==> src/rtl/uart_rxg_pkg.sv <==
package uart_rxg_pkg;

    typedef enum logic [2:0] {
        ST_IDLE,
        ST_START,
        ST_DATA,
        ST_PARITY,
        ST_STOP
    } rx_state_t;

    typedef enum logic [1:0] {
        PM_EVEN = 2'b00,
        PM_ODD  = 2'b01,
        PM_ZERO = 2'b10,
        PM_ONE  = 2'b11
    } par_mode_t;

endpackage

==> src/rtl/uart_rxg_sync_detect.sv <==
// Always-clocked front end: synchronizer chain plus the lone detection flop.
module uart_rxg_sync_detect #(
    parameter int SYNC_STAGES = 2
) (
    input  logic clk,
    input  logic rst_n,
    input  logic rx,
    input  logic rx_en,
    output logic rx_sync,
    output logic start_det
);

    logic [SYNC_STAGES-1:0] chain_q;

    genvar g;
    generate
        for (g = 0; g < SYNC_STAGES; g++) begin : g_sync
            if (g == 0) begin : g_first
                always_ff @(posedge clk or negedge rst_n) begin
                    if (!rst_n) chain_q[g] <= 1'b1;
                    else        chain_q[g] <= rx;
                end
            end else begin : g_rest
                always_ff @(posedge clk or negedge rst_n) begin
                    if (!rst_n) chain_q[g] <= 1'b1;
                    else        chain_q[g] <= chain_q[g-1];
                end
            end
        end
    endgenerate

    assign rx_sync = chain_q[SYNC_STAGES-1];

    // Pulses for one cycle when the synchronized line goes from high to low.
    always_ff @(posedge clk or negedge rst_n) begin
        if (!rst_n) start_det <= 1'b0;
        else        start_det <= rx_en & chain_q[SYNC_STAGES-1] & ~chain_q[SYNC_STAGES-2];
    end

endmodule

==> src/rtl/uart_rxg_gate_ctrl.sv <==
// Clock-enable for the gated receiver flops: wake on a detected edge, stay awake while busy.
module uart_rxg_gate_ctrl (
    input  logic start_det,
    input  logic busy,
    output logic gate_en
);

    always_comb begin
        gate_en = start_det | busy;
    end

endmodule

==> src/rtl/uart_rxg_parity_chk.sv <==
module uart_rxg_parity_chk
    import uart_rxg_pkg::*;
(
    input  par_mode_t mode,
    input  logic      data_xor,
    input  logic      rx_bit,
    output logic      mismatch
);

    logic want;

    always_comb begin
        unique case (mode)
            PM_EVEN: want = data_xor;
            PM_ODD:  want = ~data_xor;
            PM_ZERO: want = 1'b0;
            PM_ONE:  want = 1'b1;
            default: want = 1'b0;
        endcase
        mismatch = rx_bit ^ want;
    end

endmodule

==> src/rtl/uart_rxg_fsm.sv <==
module uart_rxg_fsm
    import uart_rxg_pkg::*;
#(
    parameter int OVERSAMPLE = 16,
    parameter int BYTE_W     = 8
) (
    input  logic                  clk,
    input  logic                  rst_n,
    input  logic                  clk_en,
    input  logic                  tick16,
    input  logic                  rx_sync,
    input  logic                  start_det,
    input  logic                  rx_en,
    input  logic                  cfg_par_off,
    input  logic [1:0]            cfg_par_mode,
    input  logic                  cfg_len16,
    output logic [2*BYTE_W-1:0]   rx_data,
    output logic                  data_valid,
    output logic                  par_err,
    output logic                  frm_err,
    output logic                  busy
);

    localparam int DMAX = 2 * BYTE_W;
    localparam int OS_W = $clog2(OVERSAMPLE);
    localparam int BC_W = $clog2(DMAX);
    localparam logic [OS_W-1:0] OS_MID  = OS_W'(OVERSAMPLE / 2 - 1);
    localparam logic [OS_W-1:0] OS_LAST = OS_W'(OVERSAMPLE - 1);
    localparam logic [BC_W-1:0] BC_LAST8  = BC_W'(BYTE_W - 1);
    localparam logic [BC_W-1:0] BC_LAST16 = BC_W'(DMAX - 1);

    rx_state_t         state_q, state_d;
    logic [OS_W-1:0]   os_q;
    logic [BC_W-1:0]   bit_q;
    logic [DMAX-1:0]   shift_q;
    logic [DMAX-1:0]   data_q;
    logic              xor_q;
    logic              perr_pend_q;
    logic              perr_q, ferr_q, valid_q;
    logic              cfg_len16_q, cfg_paroff_q;
    par_mode_t         cfg_mode_q;

    logic              sample;
    logic [BC_W-1:0]   bit_last;
    logic              par_bad;

    uart_rxg_parity_chk u_par (
        .mode     (cfg_mode_q),
        .data_xor (xor_q),
        .rx_bit   (rx_sync),
        .mismatch (par_bad)
    );

    always_comb begin
        sample   = tick16 && ((state_q == ST_START) ? (os_q == OS_MID) : (os_q == OS_LAST));
        bit_last = cfg_len16_q ? BC_LAST16 : BC_LAST8;
    end

    // Next-state process
    always_comb begin
        state_d = state_q;
        unique case (state_q)
            ST_IDLE: begin
                if (start_det && rx_en) state_d = ST_START;
            end
            ST_START: begin
                if (!rx_en)      state_d = ST_IDLE;
                else if (sample) state_d = rx_sync ? ST_IDLE : ST_DATA;
            end
            ST_DATA: begin
                if (!rx_en) state_d = ST_IDLE;
                else if (sample && (bit_q == bit_last))
                    state_d = cfg_paroff_q ? ST_STOP : ST_PARITY;
            end
            ST_PARITY: begin
                if (!rx_en)      state_d = ST_IDLE;
                else if (sample) state_d = ST_STOP;
            end
            ST_STOP: begin
                if (!rx_en)      state_d = ST_IDLE;
                else if (sample) state_d = ST_IDLE;
            end
            default: state_d = ST_IDLE;
        endcase
    end

    // State register (gated)
    always_ff @(posedge clk or negedge rst_n) begin
        if (!rst_n)      state_q <= ST_IDLE;
        else if (clk_en) state_q <= state_d;
    end

    // Datapath and output registers (gated)
    always_ff @(posedge clk or negedge rst_n) begin
        if (!rst_n) begin
            os_q         <= '0;
            bit_q        <= '0;
            shift_q      <= '0;
            data_q       <= '0;
            xor_q        <= 1'b0;
            perr_pend_q  <= 1'b0;
            perr_q       <= 1'b0;
            ferr_q       <= 1'b0;
            valid_q      <= 1'b0;
            cfg_len16_q  <= 1'b0;
            cfg_paroff_q <= 1'b1;
            cfg_mode_q   <= PM_EVEN;
        end else if (clk_en) begin
            valid_q <= 1'b0;
            unique case (state_q)
                ST_IDLE: begin
                    os_q <= '0;
                    if (start_det && rx_en) begin
                        bit_q        <= '0;
                        shift_q      <= '0;
                        xor_q        <= 1'b0;
                        perr_pend_q  <= 1'b0;
                        cfg_len16_q  <= cfg_len16;
                        cfg_paroff_q <= cfg_par_off;
                        cfg_mode_q   <= par_mode_t'(cfg_par_mode);
                    end
                end
                ST_START, ST_DATA, ST_PARITY, ST_STOP: begin
                    if (tick16) os_q <= sample ? '0 : os_q + 1'b1;
                    if (sample && rx_en) begin
                        if (state_q == ST_DATA) begin
                            shift_q[bit_q] <= rx_sync;
                            xor_q          <= xor_q ^ rx_sync;
                            bit_q          <= bit_q + 1'b1;
                        end
                        if (state_q == ST_PARITY) perr_pend_q <= par_bad;
                        if (state_q == ST_STOP) begin
                            data_q  <= cfg_len16_q ? shift_q
                                                   : {{BYTE_W{1'b0}}, shift_q[BYTE_W-1:0]};
                            perr_q  <= cfg_paroff_q ? 1'b0 : perr_pend_q;
                            ferr_q  <= ~rx_sync;
                            valid_q <= 1'b1;
                        end
                    end
                end
                default: os_q <= '0;
            endcase
        end
    end

    // Output process
    always_comb begin
        rx_data    = data_q;
        data_valid = valid_q;
        par_err    = perr_q;
        frm_err    = ferr_q;
        busy       = (state_q != ST_IDLE) || valid_q;
    end


    hold_when_gated_chk: assert property (@(posedge clk) disable iff (!rst_n)
        !clk_en |=> ($stable(state_q) && $stable(data_q) && $stable(os_q) && $stable(shift_q)));


    valid_pulse_chk: assert property (@(posedge clk) disable iff (!rst_n)
        valid_q |=> !valid_q);


    no_parity_no_err_chk: assert property (@(posedge clk) disable iff (!rst_n)
        (valid_q && cfg_paroff_q) |-> !perr_q);


    start_reject_chk: assert property (@(posedge clk) disable iff (!rst_n)
        (clk_en && rx_en && state_q == ST_START && sample && rx_sync) |=> !valid_q && !busy);

endmodule

==> src/rtl/uart_rx_gated.sv <==
module uart_rx_gated #(
    parameter int OVERSAMPLE  = 16,
    parameter int BYTE_W      = 8,
    parameter int SYNC_STAGES = 2
) (
    input  logic                clk,
    input  logic                rst_n,
    input  logic                tick16,
    input  logic                rx,
    input  logic                rx_en,
    input  logic                cfg_par_off,
    input  logic [1:0]          cfg_par_mode,
    input  logic                cfg_len16,
    output logic [2*BYTE_W-1:0] rx_data,
    output logic                data_valid,
    output logic                par_err,
    output logic                frm_err,
    output logic                gate_en
);

    logic rx_sync;
    logic start_det;
    logic busy;

    uart_rxg_sync_detect #(.SYNC_STAGES(SYNC_STAGES)) u_front (
        .clk       (clk),
        .rst_n     (rst_n),
        .rx        (rx),
        .rx_en     (rx_en),
        .rx_sync   (rx_sync),
        .start_det (start_det)
    );

    uart_rxg_gate_ctrl u_gate (
        .start_det (start_det),
        .busy      (busy),
        .gate_en   (gate_en)
    );

    uart_rxg_fsm #(.OVERSAMPLE(OVERSAMPLE), .BYTE_W(BYTE_W)) u_fsm (
        .clk          (clk),
        .rst_n        (rst_n),
        .clk_en       (gate_en),
        .tick16       (tick16),
        .rx_sync      (rx_sync),
        .start_det    (start_det),
        .rx_en        (rx_en),
        .cfg_par_off  (cfg_par_off),
        .cfg_par_mode (cfg_par_mode),
        .cfg_len16    (cfg_len16),
        .rx_data      (rx_data),
        .data_valid   (data_valid),
        .par_err      (par_err),
        .frm_err      (frm_err),
        .busy         (busy)
    );


    disabled_sleeps_chk: assert property (@(posedge clk) disable iff (!rst_n)
        !rx_en |=> !gate_en);


    edge_wakes_chk: assert property (@(posedge clk) disable iff (!rst_n)
        ($fell(rx_sync) && $past(rx_en) && !$past(busy)) |-> gate_en);

endmodule

==> config.mk <==
export PLATFORM = sky130hd
export DESIGN_NAME = uart_rx_gated
export DESIGN_NICKNAME = d
export VERILOG_FILES = /design/src/rtl/uart_rxg_pkg.sv /design/src/rtl/uart_rxg_sync_detect.sv /design/src/rtl/uart_rxg_gate_ctrl.sv /design/src/rtl/uart_rxg_parity_chk.sv /design/src/rtl/uart_rxg_fsm.sv /design/src/rtl/uart_rx_gated.sv
export SDC_FILE = /design/constraint.sdc
export NUM_CORES = 1
export LEC_CHECK = 0
export BUFFER_PORTS_ARGS = -buffer_cell sky130_fd_sc_hd__buf_2
export CAP_MARGIN = 20
export CORE_UTILIZATION = 50
export DETAILED_ROUTE_END_ITERATION = 10
export PLACE_DENSITY = 0.74
export SLEW_MARGIN = 20
export SYNTH_ARGS = -nofsm -noshare
export SYNTH_HDL_FRONTEND = slang
export SYNTH_HIERARCHICAL = 1
export SYNTH_SLANG_ARGS = --single-unit
==> constraint.sdc <==
create_clock -name clk -period 2.9 [get_ports clk]
set_input_delay 0.58 -clock clk [delete_from_list [all_inputs] [get_ports clk]]
set_output_delay 0.58 -clock clk [all_outputs]
set_load 0.03 [all_outputs]
* Word-level counts from Yosys, hierarchy flattened
Cells that the tools add are included.
** Operators by class
- Equality and inequality tests :: 19
- Add/subtract/negate cells :: 2
- Muxes and demuxes :: 41
- Reductions and logical operators :: 17
- $lt $le $gt $ge :: 2
- Bitwise gates (word level) :: 8
** Operators by type and width (number)
- two-way mux 16 bit :: 4
- case mux 16 bit (2 select lines) :: 1
- two-way mux 3 bit :: 10
- two-way mux 4 bit :: 7
- bitwise mux 16 bit :: 1
- case mux 3 bit (5 select lines) :: 1
- != test 3 x 2 -> 1 bit, second input constant :: 4
- two-way mux 1 bit :: 11
- AND reduction 5 bit :: 2
- adder 4 x 1 -> 4 bit, second input constant :: 2
- != test 2 x 1 -> 1 bit, second input constant :: 4
- case mux 4 bit (2 select lines) :: 1
- equality test 3 x 2 -> 1 bit, second input constant :: 2
- AND reduction 6 bit :: 1
- logical AND 1 bit :: 5
- less-than comparator 4 x 5 -> 1 bit, second input constant :: 1
- demux 1 bit (select 4 bit) :: 1
- equality test 2 bit, second input constant :: 2
- equality test 4 x 3 -> 1 bit, second input constant :: 1
- equality test 4 bit :: 1
- equality test 4 bit, second input constant :: 1
- >= comparator 4 x 1 -> 1 bit, second input constant :: 1
- case mux 1 bit (2 select lines) :: 2
- case mux 1 bit (4 select lines) :: 1
- 18 further kinds :: 22
** Storage, ports and cells
- Flip-flop bits (word level) :: 55
- Input bits :: 9
- Word-level logic and storage cells :: 105
- Output and inout port bits :: 20

* Longest topological paths before layout
- Depth in word-level cells :: 8
- Gate-level depth with buffers :: 11
- Gate-level depth less buffers :: 8

* Hierarchy
The synthesis kept the hierarchy.
** By module, submodules not included
- uart_rxg_fsm :: cells each 261, sequential area each 1302.5 um^2, area an instance 2595.0 um^2, instances 1
- uart_rxg_sync_detect :: cells each 4, sequential area each 77.6 um^2, area an instance 86.3 um^2, instances 1
- uart_rxg_parity_chk :: cells each 3, sequential area each 0.0 um^2, area an instance 23.8 um^2, instances 1
- uart_rxg_gate_ctrl :: cells each 1, sequential area each 0.0 um^2, area an instance 6.3 um^2, instances 1

* Least setup slack after synthesis
OpenSTA, ideal clock, no wires.
- Kind :: register to register
- Start point :: register u_fsm.state_q[0]
- End point :: register u_fsm.cfg_mode_q[0]
- Arrival time :: 2233 ps
- Setup slack :: 543 ps
- Clock period less this slack :: 2357 ps
- Setup time :: 125 ps
- Data required time :: 2775 ps
- Buffers on the path :: 2
- Stages on the path, launching flop included :: 8
- Cells stage by stage :: dfrtp_1 nor3_2 nand2_1 or2_1 clkbuf_1 nand4_1 clkbuf_1 mux2_2
** On the way
- Cells in the longest elaborated chain, start to end :: 4
- Elaborated cells on any way between the ends :: 5
- Those cells by class :: bitwise: 1; reduce/logical: 4
** Ends and longest elaborated chain
- from (decl) :: RTL line uart_rxg_fsm.sv:32 : rx_state_t state_q, state_d;
- from (signal assigned) :: RTL line uart_rxg_fsm.sv:90 : else if (clk_en) state_q <= state_d;
- nonzero test 3 bit :: RTL line uart_rxg_fsm.sv:152 : busy = (state_q != ST_IDLE) || valid_q;
- logical OR 1 bit :: RTL line uart_rxg_fsm.sv:152
- net busy :: RTL line uart_rx_gated.sv:23 : logic busy;
- OR 1 bit :: RTL line uart_rxg_gate_ctrl.sv:9 : gate_en = start_det | busy;
- net gate_en :: RTL line uart_rx_gated.sv:18 : output logic gate_en
- AND reduction 3 bit (no line)
- to (signal assigned) :: RTL line uart_rxg_fsm.sv:120 : cfg_mode_q <= par_mode_t'(cfg_par_mode);
- to (decl) :: RTL line uart_rxg_fsm.sv:41 : par_mode_t cfg_mode_q;
The timed path passes the listed nets, and every way through them passes these cells.
A chain may end at the register's enable or synchronous reset.

* Worst setup path in the final report
- Start point :: register u_fsm.state_q[2]
- End point :: output gate_en
** On the way
- Cells in the longest elaborated chain, start to end :: 3
** Ends and longest elaborated chain (RTL line)
- nonzero test 3 bit :: uart_rxg_fsm.sv:152
- logical OR 1 bit :: uart_rxg_fsm.sv:152
- net busy :: uart_rx_gated.sv:23
- OR 1 bit :: uart_rxg_gate_ctrl.sv:9
- to (decl) :: uart_rx_gated.sv:18
The timed path passes the listed nets, and every way through them passes these cells.

==> reports/metrics.csv <==
metric,value,unit
Clock Latency Late Sink,320,ps
Final Cycle Share,0.8325,
Peak VDD IR,0.0003016,V
Yosys cell types,44,
Yosys reg bits,55,
worst reg2reg path depth,7,
non-filler instance count after layout,365,
antenna fix cells,0,
relative slew slack,0.5506,
Port Buffers,28,
Sum Neg Setup Slack,0,ps
CTS clock-pin slew for the worst setup and hold paths,90,ps
Area growth syn-to-layout,11.31,%
post-DP HPWL,3593,um
first-pass GRT wire length,8783,um
PwrDens,715.1,nW/um^2
synth warn,6,
R2R setup slack,520,ps
cts bufs inserted,5,
setup violation total in the final timing report,0,
initial antenna violation count,0,
# fillers,467,
syn nets,283,
WHS Path Cells,1,
Sequential Power Share,0.436,
WS Path Type,flop to output port,
"Seq/Total Area, Yosys",0.5090,
Vias,1960,
Hold Path Class,input pin to flop,
startpoint types,flop,
overall power,2.158,mW
max_cap viols,0,
die area,5721,um^2
CTS tree,built,
post-route ant nets,0,
Max clock buf depth,2,
share of post-route cells with drive strength above 1,0.2169,
Resize count post-CTS,0,
initial DRC count,113,
RR Startpoint,u_fsm/state_q[2],
Final #Nets,308,
Post CTS Setup Buffer Count,0,
vias in the first global route,1813,
vias per inst,5.370,
Cell Int Power,1.367,mW
Fin. Hold Viols,0,
CTS root buffer,clkbuf_8,
Initial Util,0.5242,
RSZ-0062 raised after global routing,no,
syn_area_per_cell,10.08,um^2
TritonRoute pass-1 iters,4,
Leak,1.499,nW
Clock Sinks,55,
Clock Skews,9.982,ps
Net Sw Frac,0.3667,
Clk network pwr share,0.241,
Worst Path Required,2320,ps
CP endpoint kind,output port,
GRT Resource Usage Total,0.2100,
crit path time final,2414,ps
Core Box Area,5172,um^2
status,"complete, no violations",
Least-Margin Pin Slew,674.0,ps
FP Rows,26,
Hold Crit Start,rx,
Die W,75.64,um
Sw Pwr,0.7912,mW
CTS H-Tree Depth,2,
DRC,0,
FF-to-FF End,u_fsm/shift_q[5],
dpl cells,357,
Logic pwr share,0.324,
Die H,75.64,um
cts hold-fix bufs,0,
Worst Hold End,u_front/chain_q[0],
cells after synthesis,269,
io pins,29,
Pins Over Slew Limit,0,
gr ovfl total,0,
Worst Path Max Fanout,11,
Routed WL,5177,um
"Cell Area, Synth",2711,um^2
largest net degree at the start of global routing,56,
worst path arrival time,1830,ps
Placer Congestion,0.8903,
Fmax,0.4142,GHz
average wire per standard cell,14.18,um
Yosys cell counts (all sizes together):
library cell | count | area, um^2
dfrtp | 52 | 1301
nand2 | 49 | 183.9
o21ai | 26 | 133.9
nand3 | 21 | 105.1
mux2i | 18 | 180.2
mux2 | 12 | 135.1
clkbuf | 10 | 37.54
inv | 9 | 33.78
nor2 | 7 | 26.28
buf | 6 | 43.79
a21oi | 5 | 47.54
ha | 5 | 62.56
nand2b | 4 | 25.02
nand4 | 4 | 25.02
xnor2 | 4 | 35.03
a31oi | 3 | 18.77
dfstp | 3 | 78.83
nor3b | 3 | 22.52
and3 | 2 | 12.51
nor2b | 2 | 12.51
nor3 | 2 | 15.01
o2111ai | 2 | 17.52
o211ai | 2 | 15.01
o22ai | 2 | 12.51
o41ai | 2 | 17.52
or2 | 2 | 12.52
or3 | 2 | 17.52
a21o | 1 | 7.510
a22o | 1 | 8.760
and2 | 1 | 6.260
and2b | 1 | 7.510
and3b | 1 | 8.760
o21a | 1 | 7.510
o2bb2ai | 1 | 8.760
o31ai | 1 | 7.510
or4 | 1 | 11.26
xor2 | 1 | 8.760
through the flow:
step                cell area (um^2)    util  hold WS [ps]  worst slack (ps)
floorplan                       2711       -         284.4             542.6
global placement                2903  0.5612         353.9             610.0
detailed placement              2903  0.5612         355.5             560.9
CTS                             3018  0.5835         345.7             493.9
global route                    3018  0.5835         341.3             321.2
finish                          3018  0.5835         357.2             485.9
logic make-up (layout without fill, tap and decap cells):
family / after synthesis / in the layout / synth area share
adders and majority gates: 5 / 5 / 0.02307
muxes: 30 / 30 / 0.1163
DFF: 55 / 55 / 0.5090
xor gates and xnor gates: 5 / 5 / 0.01615
AOI/OAI and AO/OA: 47 / 47 / 0.1117
buffers and inverters: 25 / 51 / 0.04245
and+or+nand+nor: 102 / 102 / 0.1814
layer usage:
metal	share of wire	track usage
met5	0	0
met4	0.010	0.06790
met3	0.037	0.04101
met2	0.46	0.3323
met1	0.49	0.2933
flip-flops by register name (all words and copies together), names as in the netlist, 2 cells and up:
| signal | flops |
|---|---|
| u_fsm/os_q | 4 |
| u_fsm/cfg_mode_q | 2 |
| u_fsm/rx_data | 16 |
| u_fsm/bit_q | 4 |
| u_fsm/state_q | 3 |
| u_fsm/shift_q | 16 |
placed cells by master (no fill, tap or decap), drive strengths merged, types with 3 or more instances in the layout:
| cell type | Yosys | routed |
|---|---|---|
| nor3b | 3 | 3 |
| clkbuf | 10 | 5 |
| mux2 | 12 | 12 |
| dfrtp | 52 | 52 |
| nand2 | 49 | 49 |
| dfstp | 3 | 3 |
| a31oi | 3 | 3 |
| xnor2 | 4 | 4 |
| nor2 | 7 | 7 |
| a21oi | 5 | 5 |
| buf | 6 | 34 |
| ha | 5 | 5 |
| nand3 | 21 | 21 |
| nand4 | 4 | 4 |
| inv | 9 | 10 |
| o21ai | 26 | 26 |
| nand2b | 4 | 4 |
| mux2i | 18 | 18 |
critical path: stages (launching register included):
cell,delay [ps]
dfrtp_1,500
nor3_2,390
nand2_1,80
or2_1,330
buf_2,220
how the worst max path moves through the flow:
stage | from | end | slack (ps) | depth (start not counted)
after floorplan | u_fsm/state_q[0] | u_fsm/cfg_mode_q[0] | 540 | 7
after global placement | u_fsm/state_q[2] | u_fsm/data_valid | 610 | 8
after detailed placement | u_fsm/state_q[2] | u_fsm/rx_data[8] | 560 | 8
after CTS | u_fsm/state_q[2] | gate_en | 490 | 4
after global routing | u_fsm/state_q[2] | u_fsm/data_valid | 320 | 8
final | u_fsm/state_q[2] | gate_en | 490 | 4
power groups by stage:
| stage | logic, mW | clock network [mW] | registers, mW |
|---|---|---|---|
| after floorplan | 0.585 | 0 | 0.911 |
| after global placement | 0.689 | 0 | 0.954 |
| after detailed placement | 0.693 | 0 | 0.955 |
| after CTS | 0.698 | 0.535 | 0.940 |
| after global routing | 0.787 | 0.563 | 0.957 |
| final | 0.699 | 0.519 | 0.940 |
final cells by class:
cell class	count	area (um^2)	area share
clock buffers	5	68.82	0.02280
clock inverters	3	46.29	0.01534
inverters	9	33.78	0.01119
multi-input cells	189	1216	0.4030
flip-flops and latches	55	1380	0.4573
well taps	70	87.58	0.02902
repair buffers	34	185.2	0.06136
No activity file was read; power rests on OpenSTA's default activity.
